**src/rtl/irc_pkg.sv**
```systemverilog
package irc_pkg;
  typedef enum logic [2:0] {
    ST_IDLE    = 3'd0,
    ST_SCRUB   = 3'd1,
    ST_REWRITE = 3'd2,
    ST_TEST    = 3'd3,
    ST_REPL    = 3'd4,
    ST_DONE    = 3'd5
  } irc_state_e;

  typedef struct packed {
    logic restored;
    logic unresolved;
    logic timed_out;
  } irc_status_t;
endpackage

```
**src/rtl/irc_event_latch.sv**
```systemverilog
module irc_event_latch #(
  parameter int AREA_W = 4
) (
  input  logic              clk,
  input  logic              rst_n,
  input  logic              evt_i,
  input  logic [AREA_W-1:0] evt_area_i,
  input  logic              take_i,
  output logic              pend_o,
  output logic [AREA_W-1:0] area_o
);
  logic              pend_q, pend_d;
  logic [AREA_W-1:0] area_q, area_d;

  always_comb begin
    pend_d = pend_q;
    area_d = area_q;
    if (take_i) pend_d = 1'b0;
    // slot is free, or being emptied this cycle: capture the new event
    if (evt_i && (!pend_q || take_i)) begin
      pend_d = 1'b1;
      area_d = evt_area_i;
    end
  end

  always_ff @(posedge clk or negedge rst_n) begin
    if (!rst_n) begin
      pend_q <= 1'b0;
      area_q <= '0;
    end else begin
      pend_q <= pend_d;
      area_q <= area_d;
    end
  end

  assign pend_o = pend_q;
  assign area_o = area_q;

  AST_PEND_KEPT: assert property (@(posedge clk) disable iff (!rst_n)
    (pend_q && !take_i) |=> (pend_q && $stable(area_q))) else $error("held event lost");
endmodule

```
**src/rtl/irc_watchdog.sv**
```systemverilog
module irc_watchdog #(
  parameter int TMO_CYCLES = 64
) (
  input  logic clk,
  input  logic rst_n,
  input  logic wait_i,
  input  logic ack_i,
  output logic expire_o
);
  localparam int WD_W = $clog2(TMO_CYCLES + 1);
  localparam logic [WD_W-1:0] LIM_M1 = WD_W'(TMO_CYCLES - 1);

  logic [WD_W-1:0] cnt_q, cnt_d;
  logic            run;

  assign run      = wait_i && !ack_i;
  assign expire_o = run && (cnt_q == LIM_M1);

  always_comb begin
    if (run && !expire_o) cnt_d = cnt_q + 1'b1;
    else                  cnt_d = '0;
  end

  always_ff @(posedge clk or negedge rst_n) begin
    if (!rst_n) cnt_q <= '0;
    else        cnt_q <= cnt_d;
  end

  AST_WD_BOUND: assert property (@(posedge clk) disable iff (!rst_n)
    cnt_q <= LIM_M1) else $error("timer overran");
endmodule

```
**src/rtl/irc_cell_cursor.sv**
```systemverilog
module irc_cell_cursor #(
  parameter int CELL_CNT = 8,
  parameter int CIDX_W   = 3
) (
  input  logic              clk,
  input  logic              rst_n,
  input  logic              clr_i,
  input  logic              step_i,
  output logic [CIDX_W-1:0] idx_o,
  output logic              last_o
);
  localparam logic [CIDX_W-1:0] LAST_IDX = CIDX_W'(CELL_CNT - 1);

  logic [CIDX_W-1:0] idx_q, idx_d;

  always_comb begin
    idx_d = idx_q;
    if (clr_i)       idx_d = '0;
    else if (step_i) idx_d = idx_q + 1'b1;
  end

  always_ff @(posedge clk or negedge rst_n) begin
    if (!rst_n) idx_q <= '0;
    else        idx_q <= idx_d;
  end

  assign idx_o  = idx_q;
  assign last_o = (idx_q == LAST_IDX);

  AST_NO_STEP_PAST_END: assert property (@(posedge clk) disable iff (!rst_n)
    (step_i && !clr_i) |-> !last_o) else $error("cursor stepped past last cell");
endmodule

```
**src/rtl/incoh_recovery_ctrl.sv**
```systemverilog
module incoh_recovery_ctrl
  import irc_pkg::*;
#(
  parameter int AREA_W     = 4,
  parameter int CELL_CNT   = 8,
  parameter int TMO_CYCLES = 64,
  localparam int CIDX_W    = (CELL_CNT > 1) ? $clog2(CELL_CNT) : 1
) (
  input  logic              clk,
  input  logic              rst_n,
  input  logic              incoh_i,
  input  logic [AREA_W-1:0] incoh_area_i,
  output logic              busy_o,
  output logic [AREA_W-1:0] area_o,
  output logic              scrub_req_o,
  input  logic              scrub_ack_i,
  input  logic              scrub_mismatch_i,
  output logic              rewrite_req_o,
  input  logic              rewrite_ack_i,
  output logic              test_req_o,
  output logic [CIDX_W-1:0] cell_idx_o,
  input  logic              test_ack_i,
  input  logic              test_fail_i,
  output logic              repl_req_o,
  input  logic              repl_ack_i,
  output logic              done_o,
  output logic              restored_o,
  output logic              unresolved_o,
  output logic              timeout_o
);
  irc_state_e        state_q, state_d;
  irc_status_t       stat_q, stat_d;
  logic [AREA_W-1:0] area_q, area_d;

  logic              pend, take;
  logic [AREA_W-1:0] pend_area;
  logic              waiting, ack_sel, expire;
  logic              cur_clr, cur_step, cur_last;

  irc_event_latch #(.AREA_W(AREA_W)) u_evt (
    .clk(clk), .rst_n(rst_n), .evt_i(incoh_i), .evt_area_i(incoh_area_i),
    .take_i(take), .pend_o(pend), .area_o(pend_area)
  );

  irc_watchdog #(.TMO_CYCLES(TMO_CYCLES)) u_wd (
    .clk(clk), .rst_n(rst_n), .wait_i(waiting), .ack_i(ack_sel), .expire_o(expire)
  );

  irc_cell_cursor #(.CELL_CNT(CELL_CNT), .CIDX_W(CIDX_W)) u_cur (
    .clk(clk), .rst_n(rst_n), .clr_i(cur_clr), .step_i(cur_step),
    .idx_o(cell_idx_o), .last_o(cur_last)
  );

  // acknowledge that belongs to the request currently raised
  always_comb begin
    waiting = 1'b1;
    ack_sel = 1'b0;
    case (state_q)
      ST_SCRUB:   ack_sel = scrub_ack_i;
      ST_REWRITE: ack_sel = rewrite_ack_i;
      ST_TEST:    ack_sel = test_ack_i;
      ST_REPL:    ack_sel = repl_ack_i;
      default:    waiting = 1'b0;
    endcase
  end

  // next-state logic
  always_comb begin
    state_d  = state_q;
    stat_d   = stat_q;
    area_d   = area_q;
    take     = 1'b0;
    cur_clr  = 1'b0;
    cur_step = 1'b0;
    case (state_q)
      ST_IDLE: begin
        if (pend) begin
          take    = 1'b1;
          area_d  = pend_area;
          cur_clr = 1'b1;
          stat_d  = '0;
          state_d = ST_SCRUB;
        end
      end
      ST_SCRUB: begin
        if (scrub_ack_i) begin
          state_d = scrub_mismatch_i ? ST_REWRITE : ST_TEST;
        end else if (expire) begin
          stat_d.timed_out = 1'b1;
          state_d = ST_DONE;
        end
      end
      ST_REWRITE: begin
        if (rewrite_ack_i) begin
          stat_d.restored = 1'b1;
          state_d = ST_DONE;
        end else if (expire) begin
          stat_d.timed_out = 1'b1;
          state_d = ST_DONE;
        end
      end
      ST_TEST: begin
        if (test_ack_i) begin
          if (test_fail_i) begin
            state_d = ST_REPL;
          end else if (cur_last) begin
            stat_d.unresolved = 1'b1;
            state_d = ST_DONE;
          end else begin
            cur_step = 1'b1;
          end
        end else if (expire) begin
          stat_d.timed_out = 1'b1;
          state_d = ST_DONE;
        end
      end
      ST_REPL: begin
        if (repl_ack_i) begin
          stat_d.restored = 1'b1;
          state_d = ST_DONE;
        end else if (expire) begin
          stat_d.timed_out = 1'b1;
          state_d = ST_DONE;
        end
      end
      ST_DONE: state_d = ST_IDLE;
      default: state_d = ST_IDLE;
    endcase
  end

  always_ff @(posedge clk or negedge rst_n) begin
    if (!rst_n) begin
      state_q <= ST_IDLE;
      stat_q  <= '0;
      area_q  <= '0;
    end else begin
      state_q <= state_d;
      stat_q  <= stat_d;
      area_q  <= area_d;
    end
  end

  assign busy_o        = (state_q != ST_IDLE);
  assign area_o        = area_q;
  assign scrub_req_o   = (state_q == ST_SCRUB);
  assign rewrite_req_o = (state_q == ST_REWRITE);
  assign test_req_o    = (state_q == ST_TEST);
  assign repl_req_o    = (state_q == ST_REPL);
  assign done_o        = (state_q == ST_DONE);
  assign restored_o    = stat_q.restored;
  assign unresolved_o  = stat_q.unresolved;
  assign timeout_o     = stat_q.timed_out;

  AST_ONE_REQ: assert property (@(posedge clk) disable iff (!rst_n)
    $onehot0({scrub_req_o, rewrite_req_o, test_req_o, repl_req_o})) else $error("two requests");
  AST_REQ_HOLD: assert property (@(posedge clk) disable iff (!rst_n)
    (waiting && !ack_sel && !expire) |=> (state_q == $past(state_q))) else $error("request dropped");
  AST_TMO_EXIT: assert property (@(posedge clk) disable iff (!rst_n)
    (waiting && expire && !ack_sel) |=> (done_o && timeout_o)) else $error("timeout not reported");
  AST_DONE_PULSE: assert property (@(posedge clk) disable iff (!rst_n)
    done_o |=> !done_o) else $error("done longer than one cycle");
  AST_DONE_STATUS: assert property (@(posedge clk) disable iff (!rst_n)
    done_o |-> ($countones({restored_o, unresolved_o, timeout_o}) == 1)) else $error("bad status");
  AST_REPL_AFTER_FAIL: assert property (@(posedge clk) disable iff (!rst_n)
    (test_req_o && test_ack_i && test_fail_i) |=> (repl_req_o && $stable(cell_idx_o))) else $error("replication missed");
endmodule

```
**config.mk**
```make
export PLATFORM = sky130hd
export DESIGN_NAME = incoh_recovery_ctrl
export DESIGN_NICKNAME = d
export VERILOG_FILES = /design/src/rtl/irc_pkg.sv /design/src/rtl/irc_event_latch.sv /design/src/rtl/irc_watchdog.sv /design/src/rtl/irc_cell_cursor.sv /design/src/rtl/incoh_recovery_ctrl.sv
export SDC_FILE = /design/constraint.sdc
export NUM_CORES = 1
export LEC_CHECK = 0
export CAP_MARGIN = 25
export CORE_UTILIZATION = 60
export CTS_CLUSTER_DIAMETER = 120
export CTS_CLUSTER_SIZE = 28
export DETAILED_ROUTE_END_ITERATION = 16
export DONT_BUFFER_PORTS = 1
export PLACE_DENSITY = 0.76
export SKIP_CTS_REPAIR_TIMING = 1
export SYNTH_ARGS = -nofsm -noshare
export SYNTH_HDL_FRONTEND = slang
export SYNTH_SLANG_ARGS = --single-unit
export TNS_END_PERCENT = 5
```
**constraint.sdc**
```tcl
create_clock -name clk -period 1.9 [get_ports clk]
set_input_delay 0.38 -clock clk [delete_from_list [all_inputs] [get_ports clk]]
set_output_delay 0.38 -clock clk [all_outputs]
set_load 0.02 [all_outputs]
```
==> flow_metrics.env, run 1 <==
export IMPL_nets=154
export IMPL_vias=942
export IMPL_fin_crit_ns=1.80
export IMPL_synth_cell_type_count=34
export IMPL_first_iter_violations=14
export IMPL_num_rows=15
export IMPL_grt_antenna_before_repair=0
export IMPL_clk_path_buf_depth=2
export IMPL_core_area_um2=1820
export IMPL_grt_pass1_wl_um=3480
export IMPL_total_power_uw=2100
export IMPL_die_h_um=47.2
export IMPL_portBuffers=0
export IMPL_yosysWarnings=0
export IMPL_slew_headroom_pct=58.8
export IMPL_ys_ff_latch=25
export IMPL_hold_path_class="input port to flop"
export IMPL_cts_root_buf="clkbuf_4"
export IMPL_cp_arrival_ns=1.42
export IMPL_cts_tree="built"
export IMPL_syn_nets=141
export IMPL_numCtsBuffers=3
export IMPL_cts_max_level=1
export IMPL_dieArea_um2=2230
export IMPL_yosysSeqAreaShare_pct=51.0
export IMPL_path_max_fanout=14
export IMPL_postRouteAntennaNets=0
export IMPL_cap_viol_max_count=0
export IMPL_final_common_cell="dfrtp_1"
export IMPL_vias_per_cell=5.81
export IMPL_slew_viol_final=0
export IMPL_cts_sinks=25
export IMPL_post_route_period_util_pct=94.7
export IMPL_routabilityCongestion=0.900
export IMPL_clk_pin_slew_ns=0.14
export IMPL_dr_pass1_iters=4
export IMPL_avgRoutedWirePerCell_um=14.9
export IMPL_max_freq_mhz=556
export IMPL_hpwl_um=1740
export IMPL_critical_path_class="flop to output port"
export IMPL_drive_gt1_share_pct=19.7
export IMPL_final_cell_mix="dfrtp_1 (23), nand2_1 (17), nor2_1 (13)"
export IMPL_syn_cell_area_um2=1230
export IMPL_syn_area_per_cell_um2=9.82
export IMPL_final_fill_count=142
export IMPL_status="completed"
export IMPL_grt_util_all_layers_pct=22.8
export IMPL_post_route_util_pct=75.7
export IMPL_end_kind="output port"
export IMPL_overflow=0
export IMPL_drc=0
export IMPL_yosysTopAreaCellShare_pct=51.0
export IMPL_tns_ns=0
export IMPL_hold_viol_final=0
export IMPL_tightest_slew_ns=0.612
export IMPL_yosysTopAreaCell="dfrtp_1"
export IMPL_holdWs_ns=0.156
export IMPL_p_leak_uw=0.000659
export IMPL_finalSetupViolCount=0
export IMPL_ir_drop_v=0.000997
export IMPL_fin_skew_ns=0.00738
export IMPL_clk_latency_ns=0.32
export IMPL_stdcell_area_um2=1380
export IMPL_dpl_cell_area_um2=1310
export IMPL_area_delta_synth_final_pct=12.2
export IMPL_grt_pass1_vias=866
export IMPL_required_ns=1.52
export IMPL_ios=29
export IMPL_routed_wl_um=2410
export IMPL_grt_start_max_net_pins=26
export IMPL_initial_core_util_pct=67.4
export IMPL_die_w_um=47.2
export IMPL_syn_inst=125
export IMPL_rsz0062_at_grt="no"
export IMPL_synth_area_top_cells="dfrtp_1 (51%), nand2_1 (5.2%), mux2_2 (4.6%), nor2_1 (4.0%), a21oi_1 (3.3%)"
export IMPL_crit_path_start_kind="flop"
export IMPL_power_density_nw_per_um2=1520
export IMPL_n_antenna_cell=0
[power breakdown]
group	switching, uW	leakage (uW)	total [uW]	internal [uW]
Clock	155	0.0000177	234	78.8
Combinational	519	0.000323	919	400
Sequential	239	0.000319	946	707
Total	913	0.000659	2100	1190
[state kept, by name, indices dropped and copies added, names as in the netlist]
register,cells
state_q,3
u_evt.pend_o,1
u_evt.area_o,4
u_wd.cnt_q,7
unresolved_o,1
timeout_o,1
restored_o,1
u_cur.idx_o,3
area_o,4
[area by class of cell]
class	count	area (um^2)	area share, %
Inverter	5	18.8	1.36
Timing Repair Buffer	13	113	8.17
Sequential cell	25	628	45.6
Tap cell	25	31.3	2.27
Multi-Input combinational cell	90	559	40.6
Clock inverter	1	5.00	0.363
Clock buffer	3	22.5	1.63
[path summary, 6_finish.rpt]
| check | start | endpoint | slack [ns] | depth (start not counted) |
|---|---|---|---|---|
| worst max-delay path | state_q[0] | busy_o | 0.10 | 3 |
| worst min-delay path | incoh_i | u_evt.pend_o | 0.16 | 1 |
| worst max register to register | state_q[1] | u_wd.cnt_q[5] | 0.14 | 6 |
| worst min register to register | u_wd.cnt_q[0] | u_wd.cnt_q[0] | 0.47 | 1 |
| max in group asynchronous | rst_n | state_q[1] | 1.26 | 2 |
| min in group asynchronous | rst_n | u_cur.idx_o[2] | 0.48 | 2 |
[logic make-up (layout without fill, tap and decap cells)]
family                     count (synthesis)  after routing  synth area share, %
buffers and inverters                     10             22                 3.87
and+or+nand+nor                           52             52                 20.4
xor gates and xnor gates                   5              5                 3.57
AOI/OAI and AO/OA                         24             24                 12.7
muxes                                      6              6                 5.40
adders and majority gates                  3              3                 3.06
DFF                                       25             25                 51.0
[routing by layer]
layer  global-route usage (%)  up-vias  routed length (um)
met5                        0        -                   0
met4                     10.3        0                  21
met3                     5.00        4                 172
met2                     37.5       37                1210
met1                     28.9      444                1010
li1                         -      457                   -
[cell usage after synthesis (all sizes together)]
cell type / number
a211o: 1
a21o: 2
a21oi: 8
a221o: 1
a22o: 2
and2: 1
and3: 3
buf: 3
clkbuf: 2
dfrtp: 25
ha: 3
inv: 5
mux2: 5
mux2i: 1
nand2: 18
nand2b: 2
nand3: 2
nand3b: 3
nand4b: 1
nor2: 13
nor2b: 1
nor3: 6
o21a: 1
o21ai: 5
o21ba: 1
o221ai: 1
o22ai: 1
o31ai: 1
or3b: 1
or4: 1
xnor2: 4
xor2: 1
[worst max-delay path: stages, from the launching register on]
cell	delay, ns
dfrtp_2	0.52
nor3_1	0.31
inv_1	0.10
buf_4	0.17
[metrics by stage]
step,instances,setup slack [ns]
2_1_floorplan,125,0.164
3_3_place_gp,156,0.189
3_5_place_dp,156,0.120
4_1_cts,160,-0.0901
5_1_grt,162,0.00685
6_report,162,0.101
Power figures use the tool's default switching activity.
==> inputs of run 2 (changes only) <==
--- a/config.mk
+++ b/config.mk
@@ -11,7 +11,7 @@
 export CTS_CLUSTER_SIZE = 28
 export DETAILED_ROUTE_END_ITERATION = 16
 export DONT_BUFFER_PORTS = 1
-export PLACE_DENSITY = 0.76
+export PLACE_DENSITY = 0.83
 export SKIP_CTS_REPAIR_TIMING = 1
 export SYNTH_ARGS = -nofsm -noshare
 export SYNTH_HDL_FRONTEND = slang
==> run 2 against run 1 <==
  * Non-clock buffer count rose by 2
  * Maximum frequency is 1.9% lower
  * Die area did not move
  * Core utilization up 0.69 points
  * Highest routed layer unchanged
  * Cell area increased by 0.91%
  * Setup slack worse by 0.034 ns
  * Sequential share of layout area decreased by 0.50 points
  * Clock-buffer cell count increased by 1
  * Clock skew decreased by 0.0061 ns
==> flow_metrics.env, run 2 (same netlist as run 1, synthesis figures left out) <==
export IMPL_finalSetupViolCount=0
export IMPL_n_antenna_cell=0
export IMPL_clk_pin_slew_ns=0.12
export IMPL_grt_antenna_before_repair=0
export IMPL_grt_util_met1_pct=32.1
export IMPL_critical_path_class="flop to output port"
export IMPL_numCtsBuffers=3
export IMPL_vias_per_cell=5.72
export IMPL_max_flop_register="u_wd.cnt_q"
export IMPL_end_kind="output port"
export IMPL_r2r_start="state_q[0]"
export IMPL_timing_rr_end="state_q[1]"
export IMPL_die_w_um=47.2
export IMPL_vias=938
export IMPL_fin_crit_ns=1.83
export IMPL_slew_viol_final=0
export IMPL_clk_latency_ns=0.31
export IMPL_final_fill_count=144
export IMPL_cts_root_buf="clkbuf_4"
export IMPL_overflow=0
export IMPL_gr_usage_met3_pct=2.69
export IMPL_worstHoldStart="incoh_i"
export IMPL_whs_path_depth=1
export IMPL_ios=29
export IMPL_nets=156
export IMPL_clk_path_buf_depth=2
export IMPL_cts_sinks=25
export IMPL_hpwl_um=1820
export IMPL_required_ns=1.52
export IMPL_cp_arrival_ns=1.45
export IMPL_first_iter_violations=14
export IMPL_use_met2_pct=35.3
export IMPL_status="completed"
export IMPL_largest_reg_flops=7
export IMPL_routed_wl_um=2350
export IMPL_tightest_slew_ns=0.523
export IMPL_holdPathEnd="u_evt.pend_o"
export IMPL_drc=0
export IMPL_cts_max_level=1
export IMPL_hold_viol_final=0
export IMPL_grt_pass1_wl_um=3590
export IMPL_grt_start_max_net_pins=26
export IMPL_dr_pass1_iters=4
export IMPL_rr_worst_depth=5
export IMPL_setup_ws_ns=0.0670
export IMPL_initial_core_util_pct=67.4
export IMPL_path_max_fanout=11
export IMPL_avgRoutedWirePerCell_um=14.3
export IMPL_dpl_worst_slack_ns=0.144
export IMPL_multi_input_area_um2=559
export IMPL_hold_path_class="input port to flop"
export IMPL_fin_skew_ns=0.00127
export IMPL_cap_viol_max_count=0
export IMPL_drive_gt1_share_pct=18.7
export IMPL_rrSetupSlack_ns=0.20
export IMPL_crit_path_start_kind="flop"
export IMPL_p_leak_uw=0.000669
export IMPL_grt_util_all_layers_pct=23.3
export IMPL_max_freq_mhz=546
export IMPL_power_density_nw_per_um2=1520
export IMPL_routabilityCongestion=0.875
export IMPL_grt_pass1_vias=834
export IMPL_dieArea_um2=2230
export IMPL_top_usage_layer="met2"
export IMPL_slew_headroom_pct=64.8
export IMPL_portBuffers=0
export IMPL_postRouteAntennaNets=0
export IMPL_cts_tree="built"
export IMPL_final_common_cell="dfrtp_1"
export IMPL_core_area_um2=1820
export IMPL_holdWs_ns=0.162
export IMPL_final_cell_mix="dfrtp_1 (24), nand2_1 (17), nor2_1 (13), buf_4 (13), a21oi_1 (8)"
export IMPL_final_seq_area_um2=627
export IMPL_num_rows=15
export IMPL_post_route_period_util_pct=96.5
export IMPL_die_h_um=47.2
export IMPL_rsz0062_at_grt="yes"
export IMPL_ir_drop_v=0.000880
export IMPL_area_delta_synth_final_pct=13.3
run 2: final cells by class:
cell class	count	share of cell area, %
clock buffers	4	1.89
inverters	5	1.35
multi-input cells	90	40.2
flip-flops and latches	25	45.1
well taps	25	2.25
repair buffers	15	9.18
run 2: per-stage QoR:
| stage | instance area (um^2) | std cells | power [uW] | TNS, ns | util (%) |
|---|---|---|---|---|---|
| finish | 1390 | 164 | 2110 | 0 | 76.4 |
| global route | 1390 | 164 | 2250 | -0.00831 | 76.4 |
| CTS | 1350 | 162 | 2090 | -0.0408 | 74.4 |
| detailed placement | 1330 | 158 | 1860 | 0 | 72.9 |
| global placement | 1330 | 158 | 1820 | 0 | 72.9 |
| floorplan | 1230 | 125 | 1600 | 0 | - |
run 2: worst max-delay path, cell delays in order (launching register included):
cell and delay [ns]:
dfrtp_2 0.50, inv_1 0.16, nor3_1 0.28, buf_4 0.19
run 2: worst max-delay path by stage:
| stage | startpoint | end | depth (start not counted) |
|---|---|---|---|
| 3_5_place_dp | state_q[0] | state_q[1] | 5 |
| 2_1_floorplan | u_cur.idx_o[0] | unresolved_o | 6 |
| 4_1_cts | state_q[0] | scrub_req_o | 3 |
| 6_report | state_q[0] | scrub_req_o | 3 |
| 5_1_grt | state_q[0] | scrub_req_o | 3 |
| 3_3_place_gp | state_q[0] | state_q[1] | 5 |
run 2: where the power goes:
| part | switching (uW) | internal (uW) |
|---|---|---|
| sequential | 221 | 706 |
| clock | 148 | 82.1 |
| combinational | 532 | 425 |
| total | 901 | 1210 |
run 2: routing by layer:
layer,routed length [um],share of wire [%]
met3,114,4.9
met2,1160,49
met5,0,0
met1,1040,44
met4,39,1.7
